[src/rtl/pof_pkg.sv]
package pof_pkg;

  typedef enum logic [1:0] {
    PAT_LIVE  = 2'd0,
    PAT_BARS  = 2'd1,
    PAT_BLUE  = 2'd2,
    PAT_BLACK = 2'd3
  } pat_e;

  // slot[1] = chroma kind (0 Cb, 1 Cr), slot[0] = luma byte
  typedef enum logic [1:0] {
    SLOT_CB = 2'd0,
    SLOT_Y0 = 2'd1,
    SLOT_CR = 2'd2,
    SLOT_Y1 = 2'd3
  } slot_e;

  typedef struct packed {
    logic [7:0] y;
    logic [7:0] cb;
    logic [7:0] cr;
  } ycc_t;

  localparam logic [7:0] LUMA_BLANK  = 8'h10;
  localparam logic [7:0] CHROMA_ZERO = 8'h80;
  localparam logic [7:0] CODE_MIN    = 8'h01;
  localparam logic [7:0] CODE_MAX    = 8'hFE;
  localparam ycc_t       BLUE_FIELD  = '{y: 8'h23, cb: 8'hD4, cr: 8'h72};
  localparam ycc_t       BLACK_FIELD = '{y: 8'h10, cb: 8'h80, cr: 8'h80};

  function automatic ycc_t bar_color(input logic [2:0] idx);
    ycc_t c;
    case (idx)
      3'd0:    c = '{y: 8'hB4, cb: 8'h80, cr: 8'h80};
      3'd1:    c = '{y: 8'hA2, cb: 8'h2C, cr: 8'h8E};
      3'd2:    c = '{y: 8'h83, cb: 8'h9C, cr: 8'h2C};
      3'd3:    c = '{y: 8'h70, cb: 8'h48, cr: 8'h3A};
      3'd4:    c = '{y: 8'h54, cb: 8'hB8, cr: 8'hC6};
      3'd5:    c = '{y: 8'h41, cb: 8'h64, cr: 8'hD4};
      3'd6:    c = '{y: 8'h23, cb: 8'hD4, cr: 8'h72};
      default: c = '{y: 8'h10, cb: 8'h80, cr: 8'h80};
    endcase
    return c;
  endfunction

  function automatic logic [7:0] slot_byte(input ycc_t c, input slot_e s);
    logic [7:0] b;
    case (s)
      SLOT_CB: b = c.cb;
      SLOT_CR: b = c.cr;
      default: b = c.y;
    endcase
    return b;
  endfunction

  function automatic logic [7:0] clamp_code(input logic [7:0] v);
    logic [7:0] r;
    if (v < CODE_MIN)      r = CODE_MIN;
    else if (v > CODE_MAX) r = CODE_MAX;
    else                   r = v;
    return r;
  endfunction

endpackage

[src/rtl/pof_hcount.sv]
module pof_hcount
  import pof_pkg::*;
#(
  parameter int HW = 11
) (
  input  logic          clk,
  input  logic          rst_n,
  input  logic          sync_stb,
  input  logic [HW-2:0] on_pair,
  input  logic [HW-2:0] off_pair,
  output slot_e         slot,
  output logic          hblank,
  output logic [2:0]    bar_idx
);

  localparam int PW        = HW - 1;
  localparam int BAR_LOG2  = 3;
  localparam logic [2:0] BAR_TOP = 3'd7;

  logic [HW-1:0] pix_q, pix_d;
  logic          lum_q, lum_d;
  logic          hb_q, hb_d;
  logic [2:0]    idx_q, idx_d;
  logic [PW-1:0] sub_q, sub_d;
  logic [PW-1:0] pair, span, bar_w, bar_last;
  logic          grp, hit_on, hit_off, act_begin, bar_done;

  always_comb begin
    pair    = pix_q[HW-1:1];
    grp     = ~pix_q[0] & ~lum_q;
    hit_on  = grp && (pair == on_pair);
    hit_off = grp && (pair == off_pair);

    if (hit_on)       hb_d = 1'b1;
    else if (hit_off) hb_d = 1'b0;
    else              hb_d = hb_q;
    act_begin = hb_q & ~hb_d;

    span     = on_pair - off_pair;
    bar_w    = ((span >> BAR_LOG2) == '0) ? PW'(1) : (span >> BAR_LOG2);
    bar_last = bar_w - PW'(1);
    bar_done = (sub_q == bar_last);

    idx_d = idx_q;
    sub_d = sub_q;
    if (act_begin) begin
      idx_d = 3'd0;
      sub_d = '0;
    end else if (grp) begin
      if (bar_done) begin
        sub_d = '0;
        if (idx_q != BAR_TOP) idx_d = idx_q + 3'd1;
      end else begin
        sub_d = sub_q + PW'(1);
      end
    end

    if (sync_stb) begin
      pix_d = '0;
      lum_d = 1'b0;
    end else begin
      pix_d = pix_q + HW'(lum_q);
      lum_d = ~lum_q;
    end
  end

  always_ff @(posedge clk or negedge rst_n) begin
    if (!rst_n) begin
      pix_q <= '0;
      lum_q <= 1'b0;
    end else begin
      pix_q <= pix_d;
      lum_q <= lum_d;
    end
  end

  // window and bar state only move on Cb slots
  always_ff @(posedge clk or negedge rst_n) begin
    if (!rst_n) begin
      hb_q  <= 1'b1;
      idx_q <= 3'd0;
      sub_q <= '0;
    end else if (grp) begin
      hb_q  <= hb_d;
      idx_q <= idx_d;
      sub_q <= sub_d;
    end
  end

  assign slot    = slot_e'({pix_q[0], lum_q});
  assign hblank  = hb_d;
  assign bar_idx = idx_d;

  p_sync_origin_r2: assert property (@(posedge clk) disable iff (!rst_n)
    sync_stb |=> (pix_q == '0 && !lum_q));

  p_hb_hold_r3: assert property (@(posedge clk) disable iff (!rst_n)
    (!grp) |=> $stable(hb_q));

  p_bar_sat_r8: assert property (@(posedge clk) disable iff (!rst_n)
    (idx_q == BAR_TOP && !act_begin) |=> (idx_q == BAR_TOP));

endmodule

[src/rtl/pof_vgate.sv]
module pof_vgate #(
  parameter int LW = 10
) (
  input  logic          clk,
  input  logic          rst_n,
  input  logic          sync_stb,
  input  logic [LW-1:0] line_num,
  input  logic          field_id,
  input  logic [LW-1:0] first_f0,
  input  logic [LW-1:0] last_f0,
  input  logic [LW-1:0] first_f1,
  input  logic [LW-1:0] last_f1,
  output logic          vblank
);

  localparam int NFIELD = 2;

  logic [LW-1:0] wfirst [NFIELD];
  logic [LW-1:0] wlast  [NFIELD];
  logic [NFIELD-1:0] inwin;
  logic vb_q, vb_d;

  assign wfirst[0] = first_f0;
  assign wlast[0]  = last_f0;
  assign wfirst[1] = first_f1;
  assign wlast[1]  = last_f1;

  for (genvar f = 0; f < NFIELD; f++) begin : g_win
    assign inwin[f] = (wfirst[f] <= wlast[f])
                    ? ((line_num >= wfirst[f]) && (line_num <= wlast[f]))
                    : ((line_num >= wfirst[f]) || (line_num <= wlast[f]));
  end

  always_comb begin
    vb_d = sync_stb ? inwin[field_id] : vb_q;
  end

  always_ff @(posedge clk or negedge rst_n) begin
    if (!rst_n) vb_q <= 1'b1;
    else        vb_q <= vb_d;
  end

  assign vblank = vb_q;

  p_vb_hold_r4: assert property (@(posedge clk) disable iff (!rst_n)
    (!sync_stb) |=> $stable(vb_q));

endmodule

[src/rtl/pof_bytemux.sv]
module pof_bytemux
  import pof_pkg::*;
(
  input  logic       clk,
  input  logic       rst_n,
  input  slot_e      slot,
  input  logic       blank,
  input  logic [2:0] bar_idx,
  input  logic [1:0] pat_sel,
  input  logic       vbi_valid,
  input  logic [7:0] in_y,
  input  logic [7:0] in_c,
  output logic [7:0] out_byte,
  output logic       out_blank,
  output logic       out_dvalid
);

  pat_e       pat;
  ycc_t       col;
  logic       luma, pass_vbi, forced;
  logic [7:0] raw, byte_d;
  logic [7:0] byte_q;
  logic       blank_q, dv_q;

  always_comb begin
    pat      = pat_e'(pat_sel);
    luma     = (slot == SLOT_Y0) || (slot == SLOT_Y1);
    pass_vbi = (pat == PAT_LIVE) && vbi_valid;
    forced   = blank && !pass_vbi;
    case (pat)
      PAT_BARS: col = bar_color(bar_idx);
      PAT_BLUE: col = BLUE_FIELD;
      default:  col = BLACK_FIELD;
    endcase
    if (forced)               raw = luma ? LUMA_BLANK : CHROMA_ZERO;
    else if (pat == PAT_LIVE) raw = luma ? in_y : in_c;
    else                      raw = slot_byte(col, slot);
    byte_d = clamp_code(raw);
  end

  always_ff @(posedge clk or negedge rst_n) begin
    if (!rst_n) begin
      byte_q  <= LUMA_BLANK;
      blank_q <= 1'b1;
      dv_q    <= 1'b0;
    end else begin
      byte_q  <= byte_d;
      blank_q <= blank;
      dv_q    <= 1'b1;
    end
  end

  assign out_byte   = byte_q;
  assign out_blank  = blank_q;
  assign out_dvalid = dv_q;

  p_code_range_r6: assert property (@(posedge clk) disable iff (!rst_n)
    (byte_q >= CODE_MIN) && (byte_q <= CODE_MAX));

  p_blank_level_r5: assert property (@(posedge clk) disable iff (!rst_n)
    (blank && !(pat_sel == 2'd0 && vbi_valid)) |=>
      (byte_q == LUMA_BLANK || byte_q == CHROMA_ZERO));

  p_dvalid_hold_r9: assert property (@(posedge clk) disable iff (!rst_n)
    dv_q |=> dv_q);

endmodule

[src/rtl/pix_out_formatter.sv]
module pix_out_formatter
  import pof_pkg::*;
#(
  parameter int HW = 11,
  parameter int LW = 10
) (
  input  logic          clk,
  input  logic          rst_n,
  input  logic          sync_stb,
  input  logic [LW-1:0] line_num,
  input  logic          field_id,
  input  logic          vbi_valid,
  input  logic [7:0]    in_y,
  input  logic [7:0]    in_c,
  input  logic [HW-2:0] hblank_on_pair,
  input  logic [HW-2:0] hblank_off_pair,
  input  logic [LW-1:0] vblank_first_f0,
  input  logic [LW-1:0] vblank_last_f0,
  input  logic [LW-1:0] vblank_first_f1,
  input  logic [LW-1:0] vblank_last_f1,
  input  logic [1:0]    pat_sel,
  output logic [7:0]    out_byte,
  output logic          out_blank,
  output logic          out_dvalid
);

  slot_e      slot;
  logic       hblank, vblank, blank;
  logic [2:0] bar_idx;

  pof_hcount #(.HW(HW)) u_hcount (
    .clk      (clk),
    .rst_n    (rst_n),
    .sync_stb (sync_stb),
    .on_pair  (hblank_on_pair),
    .off_pair (hblank_off_pair),
    .slot     (slot),
    .hblank   (hblank),
    .bar_idx  (bar_idx)
  );

  pof_vgate #(.LW(LW)) u_vgate (
    .clk      (clk),
    .rst_n    (rst_n),
    .sync_stb (sync_stb),
    .line_num (line_num),
    .field_id (field_id),
    .first_f0 (vblank_first_f0),
    .last_f0  (vblank_last_f0),
    .first_f1 (vblank_first_f1),
    .last_f1  (vblank_last_f1),
    .vblank   (vblank)
  );

  assign blank = hblank | vblank;

  pof_bytemux u_bytemux (
    .clk        (clk),
    .rst_n      (rst_n),
    .slot       (slot),
    .blank      (blank),
    .bar_idx    (bar_idx),
    .pat_sel    (pat_sel),
    .vbi_valid  (vbi_valid),
    .in_y       (in_y),
    .in_c       (in_c),
    .out_byte   (out_byte),
    .out_blank  (out_blank),
    .out_dvalid (out_dvalid)
  );

  p_blank_follow_r10: assert property (@(posedge clk) disable iff (!rst_n)
    (hblank || vblank) |=> out_blank);

  p_active_follow_r10: assert property (@(posedge clk) disable iff (!rst_n)
    (!hblank && !vblank) |=> !out_blank);

endmodule

[config.mk]
export PLATFORM = sky130hd
export DESIGN_NAME = pix_out_formatter
export DESIGN_NICKNAME = d
export VERILOG_FILES = /design/src/rtl/pof_pkg.sv /design/src/rtl/pof_hcount.sv /design/src/rtl/pof_vgate.sv /design/src/rtl/pof_bytemux.sv /design/src/rtl/pix_out_formatter.sv
export SDC_FILE = /design/constraint.sdc
export NUM_CORES = 1
export LEC_CHECK = 0
export ABC_AREA = 1
export BUFFER_PORTS_ARGS = -buffer_cell sky130_fd_sc_hd__buf_2
export CAP_MARGIN = 20
export CORE_MARGIN = 5
export CORE_UTILIZATION = 29
export CTS_CLUSTER_DIAMETER = 120
export CTS_CLUSTER_SIZE = 16
export DETAILED_ROUTE_END_ITERATION = 6
export GPL_ROUTABILITY_DRIVEN = 0
export PLACE_DENSITY = 0.47
export SLEW_MARGIN = 0
export SYNTH_ARGS = -nofsm -noshare
export SYNTH_HDL_FRONTEND = slang
export SYNTH_SLANG_ARGS = --single-unit
export TNS_END_PERCENT = 10
[constraint.sdc]
create_clock -name clk -period 3.45 [get_ports clk]
set_clock_uncertainty 0.1 [all_clocks]
set_input_delay 0.1725 -clock clk [delete_from_list [all_inputs] [get_ports clk]]
set_output_delay 0.1725 -clock clk [all_outputs]
set_load 0.05 [all_outputs]
-- Yosys cells after proc, flatten, opt, wreduce, memory -nomap -nowiden
Cells that the tools add are included.
- add/sub/neg operators: 5
- $lt $le $gt $ge: 9
- reduce and logical (&&, ||, !) cells: 14
- bitwise logic cells: 6
- eq/ne operators: 15
- muxes and demuxes: 24
- operators by type and width (operator ; count):
    24-bit case mux with 7 select lines ; 1
    8-bit two-way mux ; 6
    24-bit case mux with 2 select lines ; 1
    10-bit <= comparator ; 4
    10-bit equality test ; 3
    10-bit >= comparator ; 2
    10-bit two-way mux ; 2
    8-bit case mux with 2 select lines ; 1
    3-bit two-way mux ; 4
    11-bit by 1-bit adder with 11-bit output ; 1
    11-bit two-way mux ; 1
    10-bit by 1-bit adder with 10-bit output (second input constant) ; 1
    10-bit logical NOT ; 1
    10-bit by 1-bit subtractor with 10-bit output (second input constant) ; 1
    10-bit subtractor ; 1
    3-bit equality test (second input constant) ; 3
    8-bit > comparator (second input constant) ; 1
    8-bit by 1-bit less-than comparator with 1-bit output (second input constant) ; 1
    1-bit two-way mux ; 7
    7-bit two-way mux ; 1
    2-bit equality test (second input constant) ; 3
    3-bit by 2-bit equality test with 1-bit output (second input constant) ; 2
    1-bit logical AND ; 6
    2-bit by 1-bit equality test with 1-bit output (second input constant) ; 2
    11 further kinds ; 17
- output and inout port bits: 10
- bits of input ports: 93
- register bits after elaboration: 37

-- Longest topological paths before layout
Gate-level depths: netlist of the first run.
- depth after elaboration: 17
- gate-level depth with buffers: 46
- mapped depth without buffers: 46

-- By module
A second synthesis of the first run with hierarchy kept.
- cells, all modules: 799
- area, all modules: 5190.0 µm²
- modules (own cells, without submodules) (module ; area each (µm²) ; cells an instance ; seq. area each (µm²) ; times used):
    pof_hcount ; 2458.6 ; 355 ; 651.9 ; 1
    pof_vgate ; 1629.1 ; 255 ; 26.3 ; 1
    pof_bytemux ; 1091.0 ; 186 ; 252.7 ; 1
    pix_out_formatter ; 11.3 ; 3 ; 0.0 ; 1

-- Worst setup path after synthesis of the first run
No wires, ideal clock.
- path type: input port to flip-flop
- start: input hblank_off_pair[5]
- end: register u_bytemux.byte_q[0], in the netlist u_bytemux.out_byte[0]
- arrival time: 4.219 ns
- cell stages on the path: 43
- slack: -0.986 ns
- library setup time: 0.117 ns
- path through: inv_1 -> ha_1 -> nand2_1 -> inv_1 -> a21oi_2 -> nand3_1 -> nand2_2 -> nand2_2 -> nor2_4 -> nand3_4 -> nand2_2 -> inv_1 -> ha_1 -> nand2_1 -> nand3_1 -> nor2_1 -> nand2_1 -> nor2_1 -> [7 not listed] -> inv_1 -> ha_1 -> nor2_1 -> inv_1 -> o21ai_1 -> nand2_1 -> nand2_1 -> nand2_1 -> nand2_1 -> nand2_1 -> nand2_1 -> nand2_1 -> nand2_1 -> nand2_1 -> nand2_2 -> nand3_1 -> nand2_1 -> nand2_1
- longest elaborated chain between the ends: 17
- elaborated cells between the ends (all ways): 32
- those cells by class: 2 x add/sub; 2 x order compare; 8 x eq/ne; 13 x mux; 3 x bitwise; 4 x reduce/logical
- RTL lines (item ; line ; text):
    from (decl) ; pix_out_formatter.sv:16 ; input logic [HW-2:0] hblank_off_pair,
    10-bit subtractor ; pof_hcount.sv:39 ; span = on_pair - off_pair;
    10-bit logical NOT ; pof_hcount.sv:40 ; bar_w = ((span >> BAR_LOG2) == '0) ? PW'(1) : (span >> BAR_LOG2);
    7-bit two-way mux ; pof_hcount.sv:40 ;
    10-bit by 1-bit subtractor with 10-bit output ; pof_hcount.sv:41 ; bar_last = bar_w - PW'(1);
    10-bit equality test ; pof_hcount.sv:42 ; bar_done = (sub_q == bar_last);
    3-bit two-way mux ; pof_hcount.sv:50 ; if (bar_done) begin
    3-bit two-way mux ; pof_hcount.sv:49 ; end else if (grp) begin
    3-bit two-way mux * ; pof_hcount.sv:46 ; if (act_begin) begin
    via bar_idx[0] ; pix_out_formatter.sv:29 ; logic [2:0] bar_idx;
    [2 not listed] ; n/a ;
    24-bit case mux with 2 select lines * ; pof_bytemux.sv:30 ; case (pat)
    8-bit case mux with 2 select lines * ; pof_pkg.sv:48 ; case (s)
    8-bit two-way mux * ; pof_bytemux.sv:36 ; else if (pat == PAT_LIVE) raw = luma ? in_y : in_c;
    8-bit two-way mux * ; pof_bytemux.sv:35 ; if (forced) raw = luma ? LUMA_BLANK : CHROMA_ZERO;
    8-bit > comparator ; pof_pkg.sv:59 ; else if (v > CODE_MAX) r = CODE_MAX;
    8-bit two-way mux ; pof_pkg.sv:59 ;
    8-bit two-way mux * ; pof_pkg.sv:58 ; if (v < CODE_MIN) r = CODE_MIN;
    via u_bytemux.byte_d[0] ; pof_bytemux.sv:21 ; logic [7:0] raw, byte_d;
    to (signal assigned) ; pof_bytemux.sv:47 ; byte_q <= byte_d;
    to (decl) ; pof_bytemux.sv:22 ; logic [7:0] byte_q;
Mark *: on every way through the listed nets, which the timed path passes. The rest lies on a longest branch.
A chain may end at the register's enable or synchronous reset.

-- Final worst setup path of the first run
- start: input hblank_off_pair[2]
- end: register u_bytemux.byte_q[7], in the netlist u_bytemux.out_byte[7]
The elaborated chain is that of the path after synthesis.

==> flow_metrics.env, run 1 <==
export IMPL_firstDrtPassIters=6
export IMPL_drt_vias_per_instance=4.568
export IMPL_placementRows=48
export IMPL_cts_buffers=5
export IMPL_met3WireLength_um=697
export IMPL_top_layer_used="met4"
export IMPL_wl_met1_mm=7.198
export IMPL_ant_nets=0
export IMPL_nets=1142
export IMPL_p_per_area_mw_per_mm2=404.1
export IMPL_met2_length_mm=7.216
export IMPL_wl_per_cell_um=12.76
export IMPL_slowest_delay_ps=280
export IMPL_final_common_cell="nand2_1"
export IMPL_overflow=0
export IMPL_placed_area_mm2=0.006623
export IMPL_synth_top_family_by_area="simple AND/OR/NAND/NOR gates"
export IMPL_hold_path_depth=3
export IMPL_cp_arrival_ps=4360
export IMPL_final_area_mm2=0.007312
export IMPL_muxShareOfSynthArea=0.001980
export IMPL_netlist_area_mm2=0.005055
export IMPL_synth_warning_count=0
export IMPL_path_class="input port to flop"
export IMPL_io_buffers=102
export IMPL_grt_total_usage=0.1487
export IMPL_clk_pin_slew_ps=60
export IMPL_min_from="field_id"
export IMPL_grt_pass1_vias=5262
export IMPL_synth_simple_area_share=0.3228
export IMPL_hpwl_mm=12.58
export IMPL_postSynthCellCount=750
export IMPL_grt_pass1_wl_mm=24.91
export IMPL_ys_ff_latch=37
export IMPL_synthXorXnorAreaFrac=0.02772
export IMPL_setup_viol=8
export IMPL_fp_dieW_um=142.0
export IMPL_setup_ws_ps=-827.3
export IMPL_synthFlopType="dfrtp_1"
export IMPL_maxSlewViolCount=0
export IMPL_maxCapViolations=0
export IMPL_cpMostUsedCell="nand2_2"
export IMPL_cts_sinks=37
export IMPL_antenna_found_initial=0
export IMPL_fp_coreArea_mm2=0.01718
export IMPL_dr_total_vias=5445
export IMPL_drive_gt1_frac=0.3578
export IMPL_io_pins=103
export IMPL_min_to="u_vgate.vblank"
export IMPL_final_cell_mix="135 x nand2_1, 131 x inv_1, 111 x buf_4, 98 x buf_2, 71 x ha_1"
export IMPL_period_minus_slack_ps=4277
export IMPL_r2r_cells=27
export IMPL_worstMarginPinSlew_ps=879.7
export IMPL_r2r_slack_ps=80
export IMPL_synthAdderAreaFrac=0.2054
export IMPL_cts_root_buf="clkbuf_16"
export IMPL_endpoint_kind="flop"
export IMPL_fin_crit_sh=1.240
export IMPL_rsz0062_at_grt="yes"
export IMPL_finalHoldViolCount=0
export IMPL_required_ps=3530
export IMPL_worstHoldPathType="input port to flop"
export IMPL_r2r_end="u_bytemux.out_byte[7]"
export IMPL_cts_tree="built"
export IMPL_drcViolationCount=0
export IMPL_synth_fp_nets=926
export IMPL_synth_compound_area_frac=0.1436
export IMPL_slew_limit_headroom=0.4136
export IMPL_synth_seq_area_share=0.1842
export IMPL_ys_async_sr_fraction=1.000
export IMPL_fmaxAchievable_ghz=0.2338
export IMPL_insertion_delay_ps=280
export IMPL_place_ws_ps=-1314
export IMPL_die_height_um=142.0
export IMPL_antenna_cells=0
export IMPL_synth_enable_flop_cells=0
export IMPL_power_total_mw=2.955
export IMPL_power_leakage_nw=3.964
export IMPL_slowest_stage="ha_4"
export IMPL_critPathMaxFanout=4
export IMPL_start_util=0.2943
export IMPL_status="finished, violations left"
export IMPL_cp_start_kind="input port"
export IMPL_initialDrtViolationCount=202
export IMPL_yosys_cell_types_count=45
export IMPL_drt_wl_total_mm=15.21
export IMPL_cts_htree_levels=2
export IMPL_dieArea_mm2=0.02017
export IMPL_holdWs_ps=82.28
export IMPL_area_delta_synth_final_pct=44.65
export IMPL_grt_max_degree=38
export IMPL_peakVddDrop_mv=0.2968
export IMPL_clockBufferDepth=2
export IMPL_violations="negative setup slack"
export IMPL_syn_avg_cell_area_um2=6.740
export IMPL_r2r_start="u_hcount.pix_q[0]"
## logic make-up after synthesis
logic type	Yosys count
other cells	1
buf+inv	149
mux	1
simple gates	345
xor+xnor	16
flops	37
fa+ha+maj	83
compound gates	118
## registers in the layout (all words and copies together) (netlist names)
name	count
u_hcount.pix_q	11
u_hcount.sub_q	10
u_bytemux.out_byte	8
u_hcount.idx_q	3
u_bytemux.out_blank	1
u_bytemux.out_dvalid	1
u_hcount.hb_q	1
u_hcount.lum_q	1
u_vgate.vblank	1
## repair_timing
item | 4_1_cts | 5_1_grt
setup endpoints to repair | 8 | 8
endpoints found under the hold margin | 33 | 0
buffers inserted | 19 | 8
cloned | 0 | 0
hold buffers | 1 | 0
pin swaps | 33 | 43
resized for setup | 51 | 26
## worst max-delay path by stage
stage                     cells past startpoint                from  slack [ps]                    end
final                                        44  hblank_off_pair[2]        -830  u_bytemux.out_byte[7]
after global routing                         44  hblank_off_pair[4]       -1310  u_bytemux.out_byte[0]
after CTS                                    40  hblank_off_pair[8]        -770  u_bytemux.out_byte[0]
after detailed placement                     47  hblank_off_pair[2]       -1310  u_bytemux.out_byte[0]
after global placement                       45  hblank_off_pair[2]       -1300  u_bytemux.out_byte[0]
after floorplan                              46  hblank_off_pair[2]        -830  u_bytemux.out_byte[0]
## synth_stat cells, types with 2 or more instances
cell type / number / area [um2]
nor3_1: 12 / 60.06
xnor2_1: 3 / 26.28
inv_1: 141 / 529.3
o21ai_0: 25 / 125.1
or2_2: 2 / 12.51
nand4_1: 16 / 100.1
o21a_1: 12 / 90.09
a211oi_1: 2 / 15.01
a21oi_1: 36 / 180.2
dfstp_2: 4 / 105.1
nor2_2: 4 / 25.02
nand2_2: 19 / 118.9
buf_4: 4 / 30.03
nand3_1: 49 / 245.2
nor2_1: 55 / 206.5
clkbuf_1: 2 / 7.510
nor2_4: 3 / 33.78
xor2_1: 13 / 113.9
nand2_4: 5 / 56.30
dfrtp_1: 33 / 825.8
a31oi_1: 2 / 12.51
inv_2: 2 / 7.510
ha_1: 83 / 1039
nor3b_1: 5 / 37.54
a21boi_0: 3 / 22.52
nand3_2: 6 / 60.06
o21ai_1: 4 / 20.02
nand2_1: 163 / 611.8
nand3b_1: 3 / 22.52
a221oi_1: 2 / 17.52
o22ai_1: 14 / 87.58
o211ai_1: 6 / 45.04
nand3_4: 2 / 35.03
a21oi_2: 2 / 17.52
o2111ai_1: 3 / 26.28
## routing by layer
layer / GRT usage / up-vias
met4: 0.02626 / 0
met5: 0 / -
met2: 0.2557 / 108
met3: 0.02050 / 7
met1: 0.2012 / 2423
li1: - / 2907
## final cells by class
class	count	area, um2
Fill cell	1816	9864
Multi-Input combinational cell	564	3963
Timing Repair Buffer	215	1394
Sequential cell	37	930.9
Inverter	143	549.3
Tap cell	225	281.5
Clock buffer	5	125.1
Clock inverter	3	68.82
## through the flow
| stage | TNS, ps | util | cells |
|---|---|---|---|
| after floorplan | -4116 | - | 750 |
| after global placement | -9078 | 0.3856 | 1156 |
| after detailed placement | -9114 | 0.3856 | 1156 |
| after CTS | -4481 | 0.4167 | 1184 |
| after global routing | -8187 | 0.4257 | 1192 |
| final | -4860 | 0.4257 | 1192 |
## where the power goes
group / total, mW / leakage [nW] / internal (mW) / switching [mW]
sequential: 0.607 / 0.477 / 0.527 / 0.0795
clock: 0.606 / 0.0944 / 0.417 / 0.189
combinational: 1.74 / 3.39 / 0.776 / 0.966
## critical path: cells and delay by family
kind                     cells  cell delay (ps)
AO/OA/AOI/OAI                2              280
XOR/XNOR                     1              180
adder cells (fa/ha/maj)      3              670
buffers and inverters        9              710
AND/OR/NAND/NOR             29             2320
(Power assumes the default switching activity.)
==> inputs of run 2 (changes only) <==
--- a/config.mk
+++ b/config.mk
@@ -15,6 +15,7 @@
 export DETAILED_ROUTE_END_ITERATION = 6
 export GPL_ROUTABILITY_DRIVEN = 0
 export PLACE_DENSITY = 0.47
+export REMOVE_ABC_BUFFERS = 1
 export SLEW_MARGIN = 0
 export SYNTH_ARGS = -nofsm -noshare
 export SYNTH_HDL_FRONTEND = slang
==> run 2 against run 1 <==
Compared with the run above:
- the flow still finishes with violations (negative setup slack)
- via count grew 0.77%
- critical path type unchanged
- first-iteration DRC count shrank 14%
- worst hold slack gained 3.5 ps
- register-to-register slack is essentially flat
- combinational power grew 11%
- cell count grew 0.42%
- critical endpoint is now u_bytemux.out_byte[0]
- global-route usage grew 0.41 points
==> flow_metrics.env, run 2 (same netlist as run 1, synthesis figures left out) <==
export IMPL_status="finished, violations left"
export IMPL_violations="negative setup slack"
export IMPL_die_height_um=142.0
export IMPL_wl_per_cell_um=12.77
export IMPL_place_ws_ps=-1478
export IMPL_firstDrtPassIters=4
export IMPL_r2r_start="u_hcount.pix_q[6]"
export IMPL_cp_start_kind="input port"
export IMPL_power_total_mw=3.087
export IMPL_top_register="u_hcount.pix_q"
export IMPL_cts_tree="built"
export IMPL_clockBufferDepth=2
export IMPL_initialDrtViolationCount=173
export IMPL_grt_pass1_wl_mm=25.45
export IMPL_worstMarginPinSlew_ps=890.6
export IMPL_maxCapViolations=0
export IMPL_setup_ws_ps=-838.0
export IMPL_period_minus_slack_ps=4288
export IMPL_drt_vias_per_instance=4.584
export IMPL_slew_limit_headroom=0.4062
export IMPL_largest_reg_flops=11
export IMPL_insertion_delay_ps=290
export IMPL_drcViolationCount=0
export IMPL_placementRows=48
export IMPL_finalHoldViolCount=0
export IMPL_fin_crit_sh=1.243
export IMPL_grt_total_usage=0.1528
export IMPL_rsz0062_at_grt="yes"
export IMPL_clk_pin_slew_ps=60
export IMPL_nets=1147
export IMPL_antenna_cells=0
export IMPL_cpMostUsedCell="nand2_1"
export IMPL_endpoint_kind="flop"
export IMPL_required_ps=3540
export IMPL_power_leakage_nw=4.005
export IMPL_fp_dieW_um=142.0
export IMPL_maxSlewViolCount=0
export IMPL_cts_root_buf="clkbuf_16"
export IMPL_ant_nets=0
export IMPL_start_util=0.2943
export IMPL_dieArea_mm2=0.02017
export IMPL_r2r_end="u_bytemux.out_byte[0]"
export IMPL_hold_path_depth=3
export IMPL_drive_gt1_frac=0.3817
export IMPL_critPathLaunch="hblank_off_pair[4]"
export IMPL_cts_buffers=5
export IMPL_top_layer_used="met4"
export IMPL_path_buf_inv=5
export IMPL_drt_wl_total_mm=15.29
export IMPL_cts_htree_levels=2
export IMPL_dr_total_vias=5487
export IMPL_area_delta_synth_final_pct=47.45
export IMPL_min_from="field_id"
export IMPL_p_per_area_mw_per_mm2=414.2
export IMPL_overflow=0
export IMPL_slowest_stage="ha_4"
export IMPL_fp_coreArea_mm2=0.01718
export IMPL_final_common_cell="nand2_1"
export IMPL_setup_viol=8
export IMPL_final_cells=1197
export IMPL_worstHoldPathType="input port to flop"
export IMPL_critPathMaxFanout=5
export IMPL_r2r_cells=29
export IMPL_wl_met1_mm=7.009
export IMPL_antenna_found_initial=0
export IMPL_placed_area_mm2=0.006467
export IMPL_setup_tns_ps=-5082
export IMPL_met2_length_mm=7.443
export IMPL_hpwl_mm=12.46
export IMPL_final_area_mm2=0.007453
export IMPL_io_buffers=102
export IMPL_fmaxAchievable_ghz=0.2332
export IMPL_min_to="u_vgate.vblank"
export IMPL_final_cell_mix="129 x nand2_1, 125 x inv_1, 111 x buf_4, 92 x buf_2, 70 x ha_1"
export IMPL_grt_pass1_vias=5482
export IMPL_n_fill_cell=1811
export IMPL_r2r_slack_ps=90
export IMPL_io_pins=103
export IMPL_slowest_delay_ps=230
export IMPL_cp_top_family="simple AND/OR/NAND/NOR gates"
export IMPL_path_class="input port to flop"
export IMPL_met3WireLength_um=621
export IMPL_cts_sinks=37
export IMPL_peakVddDrop_mv=0.2102
export IMPL_grt_max_degree=38
export IMPL_dp_cells=1157
export IMPL_cp_arrival_ps=4380
run 2: through the flow:
step / hold slack, ps / util
finish: 85.79 / 0.4339
global route: 145.8 / 0.4339
CTS: 88.71 / 0.4143
detailed placement: 268.2 / 0.3765
global placement: 268.1 / 0.3765
floorplan: -223.1 / -
run 2: worst reg2reg max path, delay by kind of cell (launching register included):
family	cells	cell delay, ps
adders and majority gates	1	170
DFF	1	360
AOI/OAI and AO/OA	5	750
buffers and inverters	5	510
and+or+nand+nor	18	1360
run 2: repair_timing:
| item | 4_1_cts | 5_1_grt |
|---|---|---|
| setup buffers | 19 | 12 |
| cloned | 0 | 0 |
| hold buffers | 1 | 0 |
| pin swaps | 36 | 69 |
| endpoints found under the setup margin | 8 | 8 |
| gates resized for setup | 70 | 74 |
| hold endpoints to repair | 33 | 0 |
run 2: final cells by class:
class	count	area (um2)	area share
tap	225	281.5	0.03777
timing repair buffer	220	1493	0.2003
inverter	143	551.8	0.07403
multi-input combinational	564	4024	0.5399
clock buffer	7	142.6	0.01914
clock inverter	1	30.03	0.004029
sequential	37	930.9	0.1249
run 2: power by group:
group / switching (mW) / internal [mW] / leakage [nW]
Sequential: 0.0739 / 0.528 / 0.477
Clock: 0.189 / 0.361 / 0.0841
Combinational: 1.05 / 0.883 / 3.44
Total: 1.31 / 1.77 / 4.00
run 2: per-layer routing:
metal | up-vias | track usage
met5 | - | 0
met4 | 0 | 0.03434
met3 | 12 | 0.03058
met2 | 97 | 0.2639
met1 | 2467 | 0.1968
li1 | 2911 | -
run 2: how the worst max path moves through the flow:
stage                                  to  slack (ps)  depth (start not counted)
CTS                 u_bytemux.out_byte[0]        -810                         45
global placement    u_bytemux.out_byte[0]       -1470                         45
detailed placement  u_bytemux.out_byte[0]       -1480                         44
finish              u_bytemux.out_byte[0]        -840                         44
floorplan           u_bytemux.out_byte[0]       -1050                         43
global route        u_bytemux.out_byte[0]       -1210                         46
